[config.mk]
export PLATFORM = sky130hd
export DESIGN_NAME = bitshift_unit
export DESIGN_NICKNAME = d
export VERILOG_FILES = /design/src/rtl/bsu_pkg.sv /design/src/rtl/bsu_shift_rotate.sv /design/src/rtl/bsu_bit_field.sv /design/src/rtl/bsu_flag_ctrl.sv /design/src/rtl/bitshift_unit.sv
export SDC_FILE = /design/constraint.sdc
export NUM_CORES = 1
export LEC_CHECK = 0
export BUFFER_PORTS_ARGS = -buffer_cell sky130_fd_sc_hd__clkbuf_2
export CAP_MARGIN = 40
export CORE_AREA = 2 2 57 59
export DETAILED_ROUTE_END_ITERATION = 10
export DIE_AREA = 0 0 59 61
export PLACE_DENSITY = 0.57
export RECOVER_POWER = 25
export SLEW_MARGIN = 25
export SYNTH_ARGS = -nofsm -noshare
export SYNTH_HDL_FRONTEND = slang
export SYNTH_SLANG_ARGS = --single-unit
[constraint.sdc]
create_clock -name vclk -period 2.4
set_input_delay 0.36 -clock vclk [all_inputs]
set_output_delay 0.36 -clock vclk [all_outputs]
set_load 0.05 [all_outputs]
[src/rtl/bsu_pkg.sv]
// Shared operation codes and flag layout for the rotate/shift/bit unit.
// Assumes flags are carried as {Z,N,H,C} with Z in the most significant bit.
package bsu_pkg;

    typedef enum logic [3:0] {
        OP_RLC  = 4'd0,
        OP_RRC  = 4'd1,
        OP_RL   = 4'd2,
        OP_RR   = 4'd3,
        OP_SLA  = 4'd4,
        OP_SRA  = 4'd5,
        OP_SWAP = 4'd6,
        OP_SRL  = 4'd7,
        OP_BIT  = 4'd8,
        OP_RES  = 4'd9,
        OP_SET  = 4'd10,
        OP_RLCA = 4'd11,
        OP_RRCA = 4'd12,
        OP_RLA  = 4'd13,
        OP_RRA  = 4'd14,
        OP_RSVD = 4'd15
    } bsu_op_e;

    typedef struct packed {
        logic z;
        logic n;
        logic h;
        logic c;
    } bsu_flags_t;

    // True for the eight prefix-page rotate/shift/swap operations
    function automatic logic is_prefixed_shift(bsu_op_e op);
        return (op inside {OP_RLC, OP_RRC, OP_RL, OP_RR,
                           OP_SLA, OP_SRA, OP_SWAP, OP_SRL});
    endfunction

    // True for the four accumulator rotates
    function automatic logic is_acc_rotate(bsu_op_e op);
        return (op inside {OP_RLCA, OP_RRCA, OP_RLA, OP_RRA});
    endfunction

endpackage

[src/rtl/bsu_shift_rotate.sv]
// Rotate, shift and nibble-swap datapath.
// Computes the shifted byte and the carry it produces for every rotate,
// shift and swap code, accumulator rotates included. For any other code the
// outputs are the operand and zero. Assumes WIDTH is even (nibble swap
// exchanges halves).
module bsu_shift_rotate
    import bsu_pkg::*;
#(
    parameter int WIDTH = 8
) (
    input  bsu_op_e          op,
    input  logic [WIDTH-1:0] opnd,
    input  logic             cin,
    output logic [WIDTH-1:0] res,
    output logic             cout
);
    localparam int HALF = WIDTH / 2;
    localparam int MSB  = WIDTH - 1;

    logic [WIDTH-1:0] swapped;

    // Exchange the two halves of the operand
    assign swapped = {opnd[HALF-1:0], opnd[MSB:HALF]};

    // Select the shifted byte and the carry it produces
    always_comb begin
        res  = opnd;
        cout = 1'b0;
        unique case (op)
            OP_RLC, OP_RLCA: begin
                res  = {opnd[MSB-1:0], opnd[MSB]};
                cout = opnd[MSB];
            end
            OP_RRC, OP_RRCA: begin
                res  = {opnd[0], opnd[MSB:1]};
                cout = opnd[0];
            end
            OP_RL, OP_RLA: begin
                res  = {opnd[MSB-1:0], cin};
                cout = opnd[MSB];
            end
            OP_RR, OP_RRA: begin
                res  = {cin, opnd[MSB:1]};
                cout = opnd[0];
            end
            OP_SLA: begin
                res  = {opnd[MSB-1:0], 1'b0};
                cout = opnd[MSB];
            end
            OP_SRA: begin
                res  = {opnd[MSB], opnd[MSB:1]};
                cout = opnd[0];
            end
            OP_SRL: begin
                res  = {1'b0, opnd[MSB:1]};
                cout = opnd[0];
            end
            OP_SWAP: begin
                res  = swapped;
                cout = 1'b0;
            end
            default: begin
                res  = opnd;
                cout = 1'b0;
            end
        endcase
    end

    // Guard the top-bit fill of the right shifts and the swap carry
    always_comb begin
        if (op == OP_SRA) begin
            p_sra_keeps_msb_r3: assert (res[MSB] == opnd[MSB])
                else $error("arithmetic shift lost the sign bit");
        end
        if (op == OP_SRL) begin
            p_srl_zero_fill_r3: assert (res[MSB] == 1'b0)
                else $error("logical shift filled a one");
        end
        if (op == OP_SWAP) begin
            p_swap_clears_c_r4: assert (cout == 1'b0)
                else $error("swap produced a carry");
        end
    end

endmodule

[src/rtl/bsu_bit_field.sv]
// Single-bit test, clear and set datapath.
// Decodes the bit index into a one-hot mask and applies it to the operand.
// Reports the tested bit for every code. For codes other than clear/set the
// result is the operand.
module bsu_bit_field
    import bsu_pkg::*;
#(
    parameter int WIDTH = 8,
    parameter int IDX_W = $clog2(WIDTH)
) (
    input  bsu_op_e          op,
    input  logic [WIDTH-1:0] opnd,
    input  logic [IDX_W-1:0] idx,
    output logic [WIDTH-1:0] res,
    output logic             tested
);
    logic [WIDTH-1:0] mask;

    // One-hot decode of the bit index
    for (genvar g = 0; g < WIDTH; g++) begin : g_mask
        assign mask[g] = (idx == IDX_W'(g));
    end

    // The bit under test, read through the mask
    assign tested = |(opnd & mask);

    // Apply clear or set to the selected bit
    always_comb begin
        unique case (op)
            OP_RES:  res = opnd & ~mask;
            OP_SET:  res = opnd | mask;
            default: res = opnd;
        endcase
    end

    // Guard that only the selected bit can change and the mask is one-hot
    always_comb begin
        p_mask_onehot_r8: assert ($onehot(mask))
            else $error("bit index decode is not one-hot");
        if (op == OP_RES || op == OP_SET) begin
            p_only_idx_changes_r8: assert (((res ^ opnd) & ~mask) == '0)
                else $error("bit operation touched another bit");
        end
    end

endmodule

[src/rtl/bsu_flag_ctrl.sv]
// Flag and write-back control.
// From the operation class, the datapath result, the shifter carry and the
// tested bit, produces flag values, per-flag update enables and the
// write-back enable. Flag values whose enable is low are forced to zero.
module bsu_flag_ctrl
    import bsu_pkg::*;
#(
    parameter int WIDTH = 8
) (
    input  bsu_op_e          op,
    input  logic [WIDTH-1:0] res,
    input  logic             cout,
    input  logic             tested,
    output bsu_flags_t       flags,
    output bsu_flags_t       upd,
    output logic             wb_en
);
    logic res_zero;

    // Zero detect on the final result byte
    assign res_zero = ~|res;

    // Per-class flag values, enables and write-back
    always_comb begin
        flags = '0;
        upd   = '0;
        wb_en = 1'b0;
        if (is_prefixed_shift(op)) begin
            flags = '{z: res_zero, n: 1'b0, h: 1'b0, c: cout};
            upd   = '{z: 1'b1, n: 1'b1, h: 1'b1, c: 1'b1};
            wb_en = 1'b1;
        end else if (is_acc_rotate(op)) begin
            flags = '{z: 1'b0, n: 1'b0, h: 1'b0, c: cout};
            upd   = '{z: 1'b1, n: 1'b1, h: 1'b1, c: 1'b1};
            wb_en = 1'b1;
        end else if (op == OP_BIT) begin
            flags = '{z: ~tested, n: 1'b0, h: 1'b1, c: 1'b0};
            upd   = '{z: 1'b1, n: 1'b1, h: 1'b1, c: 1'b0};
            wb_en = 1'b0;
        end else if (op == OP_RES || op == OP_SET) begin
            wb_en = 1'b1;
        end
    end

    // Guard the class rules against the outputs
    always_comb begin
        p_idle_flag_zero_r10: assert ((flags & ~upd) == '0)
            else $error("flag driven without its enable");
        if (op == OP_BIT) begin
            p_bit_no_write_r7: assert (!wb_en && !upd.c && upd.z)
                else $error("bit test wrote back or touched carry");
        end
        if (is_acc_rotate(op)) begin
            p_acc_rot_z_clear_r6: assert (upd.z && !flags.z)
                else $error("accumulator rotate produced Z");
        end
        if (op == OP_RSVD) begin
            p_rsvd_inert_r9: assert (!wb_en && upd == '0)
                else $error("reserved code had an effect");
        end
    end

endmodule

[src/rtl/bitshift_unit.sv]
// Top of the rotate/shift/bit execution unit.
// Purely combinational: no clock or reset. Routes the operand through the
// shift/rotate path and the bit-field path, picks the result by operation
// class and hands it to the flag controller. Assumes the caller decodes the
// opcode into op_i and supplies the operand and carry.
module bitshift_unit
    import bsu_pkg::*;
#(
    parameter int WIDTH = 8,
    parameter int OP_W  = 4,
    parameter int FLG_W = 4,
    localparam int IDX_W = $clog2(WIDTH)
) (
    input  logic [OP_W-1:0]  op_i,
    input  logic [WIDTH-1:0] opnd_i,
    input  logic             cin_i,
    input  logic [IDX_W-1:0] idx_i,
    output logic [WIDTH-1:0] res_o,
    output logic             wb_en_o,
    output logic [FLG_W-1:0] flags_o,
    output logic [FLG_W-1:0] flag_upd_o
);
    bsu_op_e          op;
    logic [WIDTH-1:0] sr_res;
    logic             sr_cout;
    logic [WIDTH-1:0] bf_res;
    logic             bf_tested;
    bsu_flags_t       flags;
    bsu_flags_t       upd;

    assign op = bsu_op_e'(op_i);

    bsu_shift_rotate #(.WIDTH(WIDTH)) u_shift (
        .op   (op),
        .opnd (opnd_i),
        .cin  (cin_i),
        .res  (sr_res),
        .cout (sr_cout)
    );

    bsu_bit_field #(.WIDTH(WIDTH), .IDX_W(IDX_W)) u_bits (
        .op     (op),
        .opnd   (opnd_i),
        .idx    (idx_i),
        .res    (bf_res),
        .tested (bf_tested)
    );

    // Pick the result from the path that owns the operation
    always_comb begin
        if (is_prefixed_shift(op) || is_acc_rotate(op)) begin
            res_o = sr_res;
        end else if (op == OP_RES || op == OP_SET) begin
            res_o = bf_res;
        end else begin
            res_o = opnd_i;
        end
    end

    bsu_flag_ctrl #(.WIDTH(WIDTH)) u_flags (
        .op     (op),
        .res    (res_o),
        .cout   (sr_cout),
        .tested (bf_tested),
        .flags  (flags),
        .upd    (upd),
        .wb_en  (wb_en_o)
    );

    assign flags_o    = flags;
    assign flag_upd_o = upd;

    // Guard port-level rules of the prefixed group and the inert codes
    always_comb begin
        if (is_prefixed_shift(op)) begin
            p_pfx_z_result_r5: assert (flags_o[3] == (res_o == '0) && flag_upd_o == '1 && wb_en_o)
                else $error("prefixed shift Z or enables wrong");
        end
        if (op == OP_BIT || op == OP_RSVD) begin
            p_no_write_keeps_opnd_r9: assert (res_o == opnd_i)
                else $error("non-writing code altered the result");
        end
        if (op == OP_RES || op == OP_SET) begin
            p_bitop_no_flags_r8: assert (flag_upd_o == '0 && wb_en_o)
                else $error("bit clear/set touched flags");
        end
    end

endmodule

==> qor.txt <==
failing checks: negative setup slack
CP endpoint kind: output pin
share of layout cells above drive strength 1: 0.5571
routed len/inst: 16.92 µm
via count of the first global-routing pass: 1,437
met1 WL: 1724 µm
setup_tns: -89.80 ps
Syn Nets: 152
initial antenna violation count: 0
drt pass-1 iters: 5
Yosys Warn Count: 0
VDD IR max: 0.09384 mV
Fin. Hold Viols: 0
HPWL Detailed: 3140 µm
Die Ht: 61 µm
GPL Wtd Cong: 0.9467
Routed Antenna Nets: 0
GRT Resource Usage Total: 0.2437
final wirelength: 4263 µm
Via density: 5.976
synthesized instance count: 136
worst setup margin: -89.80 ps
Cell variety after synth: 46
# DRC: 0
Max-slew headroom: 0.5736
Core Region: 2953 µm²
area delta synth->final: 100.1%
Hold WC Path Type: input pin to output pin
Period minus WS final: 2490 ps
Row Count: 20
synthesized cell area: 872.1 µm²
largest net degree at the start of global routing: 10
vias: 1,506
status: finished, violations left
Die W: 59 µm
seq_cells: 0
Setup crit start kind: input pin
area occupied by registers: 0 µm²
CP max FO: 4
Tot Pwr: 452.5 µW
sequential share of the synthesized area: 0
Ports: 33
MaxCap Viol Count: 0
Slew Limit Fails: 0
die area: 3599 µm²
Critical Path AT: 2130 ps
Pleak: 0.0007744 µW
Antenna Cells: 0
Crit Path Class: input pin to output pin
I/O Buffers: 32
Initial Util: 0.2953
Pwr per Cell Area: 259.3 nW/µm²
final setup fails: 1
mean post-synth cell area: 6.412 µm²
top layer in use: met4
worst slew pin tran: 639.5 ps
fin nets: 237
met2 wire length: 2152 µm
Fill cells: 257
CP required: 2040 ps
gr ovfl total: 0
clkbuf count: 0
initial DRC count: 74
utilization after layout: 0.5911
Period Utilization, post-route: 1.037
RSZ-0062 raised after global routing: true
WL met3: 259 µm
first-pass GRT wire length: 6900 µm
Max Clock Freq: 0.4016 GHz
==> final timing paths <==
kind | startpoint | endpoint | slack, ps | cells past startpoint
min | opnd_i[1] | res_o[1] | 1240 | 4
max | idx_i[0] | flags_o[3] | -90 | 8
==> metal layers <==
layer	global-route usage	vias up
met5	0	-
met4	0.06818	0
met3	0.01066	13
met2	0.4444	82
met1	0.3122	718
li1	-	693
==> worst max-delay path, stage by stage <==
cell and delay, ps:
clkbuf_2 120, and2_1 220, nand2_1 140, o311ai_4 290, nand3_4 100, or4_4 450
o31ai_4 270, buf_12 170
==> synth_stat cells, types with 2 or more instances <==
cell       number  area, µm²
nand2_1        12      45.04
o21ai_0        12      60.06
a21oi_1        11      55.05
nand3_1         7      35.03
nor2_1          7      26.28
inv_1           6      22.52
clkbuf_1        5      18.77
nand2b_1        5      31.28
nor3_1          5      25.02
a22oi_1         4      30.03
a31oi_1         4      25.02
buf_4           4      30.03
a221oi_1        3      26.28
and2_1          3      18.77
buf_2           3      15.01
buf_6           3      33.78
nand4_1         3      18.77
nor2b_1         3      18.77
o2bb2ai_1       3      26.28
o31ai_1         3      22.52
a2bb2oi_1       2      17.52
a32oi_1         2      17.52
and3_1          2      12.51
mux4_2          2      45.04
==> power by group <==
part | switching [µW] | internal [µW] | leakage [µW]
logic | 258 | 195 | 0.000774
clock network | 0 | 0 | 0
registers | 0 | 0 | 0
total | 258 | 195 | 0.000774
==> what timing repair did <==
| action | in CTS | in global routing |
|---|---|---|
| buffers inserted | 2 | 3 |
| gates resized for setup | 18 | 7 |
| endpoints found under the hold margin | 0 | 0 |
| hold buffers | 0 | 0 |
| endpoints found under the setup margin | 1 | 2 |
| cloned | 2 | 0 |
| pin swaps | 5 | 7 |
==> cell usage in the layout, fill, tap and decap left out, types with 3 or more instances in the layout <==
| cell type | count |
|---|---|
| nand3_1 | 6 |
| and3_4 | 3 |
| buf_4 | 63 |
| a22oi_2 | 3 |
| nand2b_1 | 5 |
| nor2_1 | 7 |
| nand4_1 | 3 |
| clkbuf_2 | 23 |
| a31oi_1 | 3 |
| nand2_1 | 12 |
| clkbuf_8 | 3 |
| o2bb2ai_1 | 3 |
| clkbuf_1 | 3 |
| inv_1 | 4 |
| o21ai_0 | 11 |
| a21oi_1 | 9 |
| nor3_1 | 4 |
| and2_1 | 3 |
==> metrics by stage <==
| stage | hold slack (ps) | cells | setup slack [ps] | cell area [µm²] |
|---|---|---|---|---|
| 4_1_cts | 1218 | 249 | -72.88 | 1704 |
| 2_1_floorplan | 933.0 | 136 | -274.7 | 977.2 |
| 6_report | 1242 | 252 | -89.80 | 1745 |
| 5_1_grt | 1280 | 252 | -144.9 | 1745 |
| 3_3_place_gp | 1242 | 245 | -237.5 | 1554 |
| 3_5_place_dp | 1243 | 245 | -256.1 | 1554 |
==> area by class of cell <==
| type | instances | area, µm² | share of cell area |
|---|---|---|---|
| multi-input cells | 115 | 920.9 | 0.5276 |
| repair buffers | 98 | 753.2 | 0.4315 |
| well taps | 33 | 41.29 | 0.02366 |
| inverters | 6 | 30.03 | 0.01720 |
==> logic make-up (layout without fill, tap and decap cells) <==
family | count (synthesis) | count (layout) | share of synthesized area
AND/OR/NAND/NOR | 53 | 53 | 0.3386
other | 1 | 1 | 0.004300
AO/OA/AOI/OAI | 58 | 58 | 0.4563
buffers and inverters | 21 | 104 | 0.1377
multiplexers | 3 | 3 | 0.06312
Note: power is estimated with default switching activity, not from simulation.
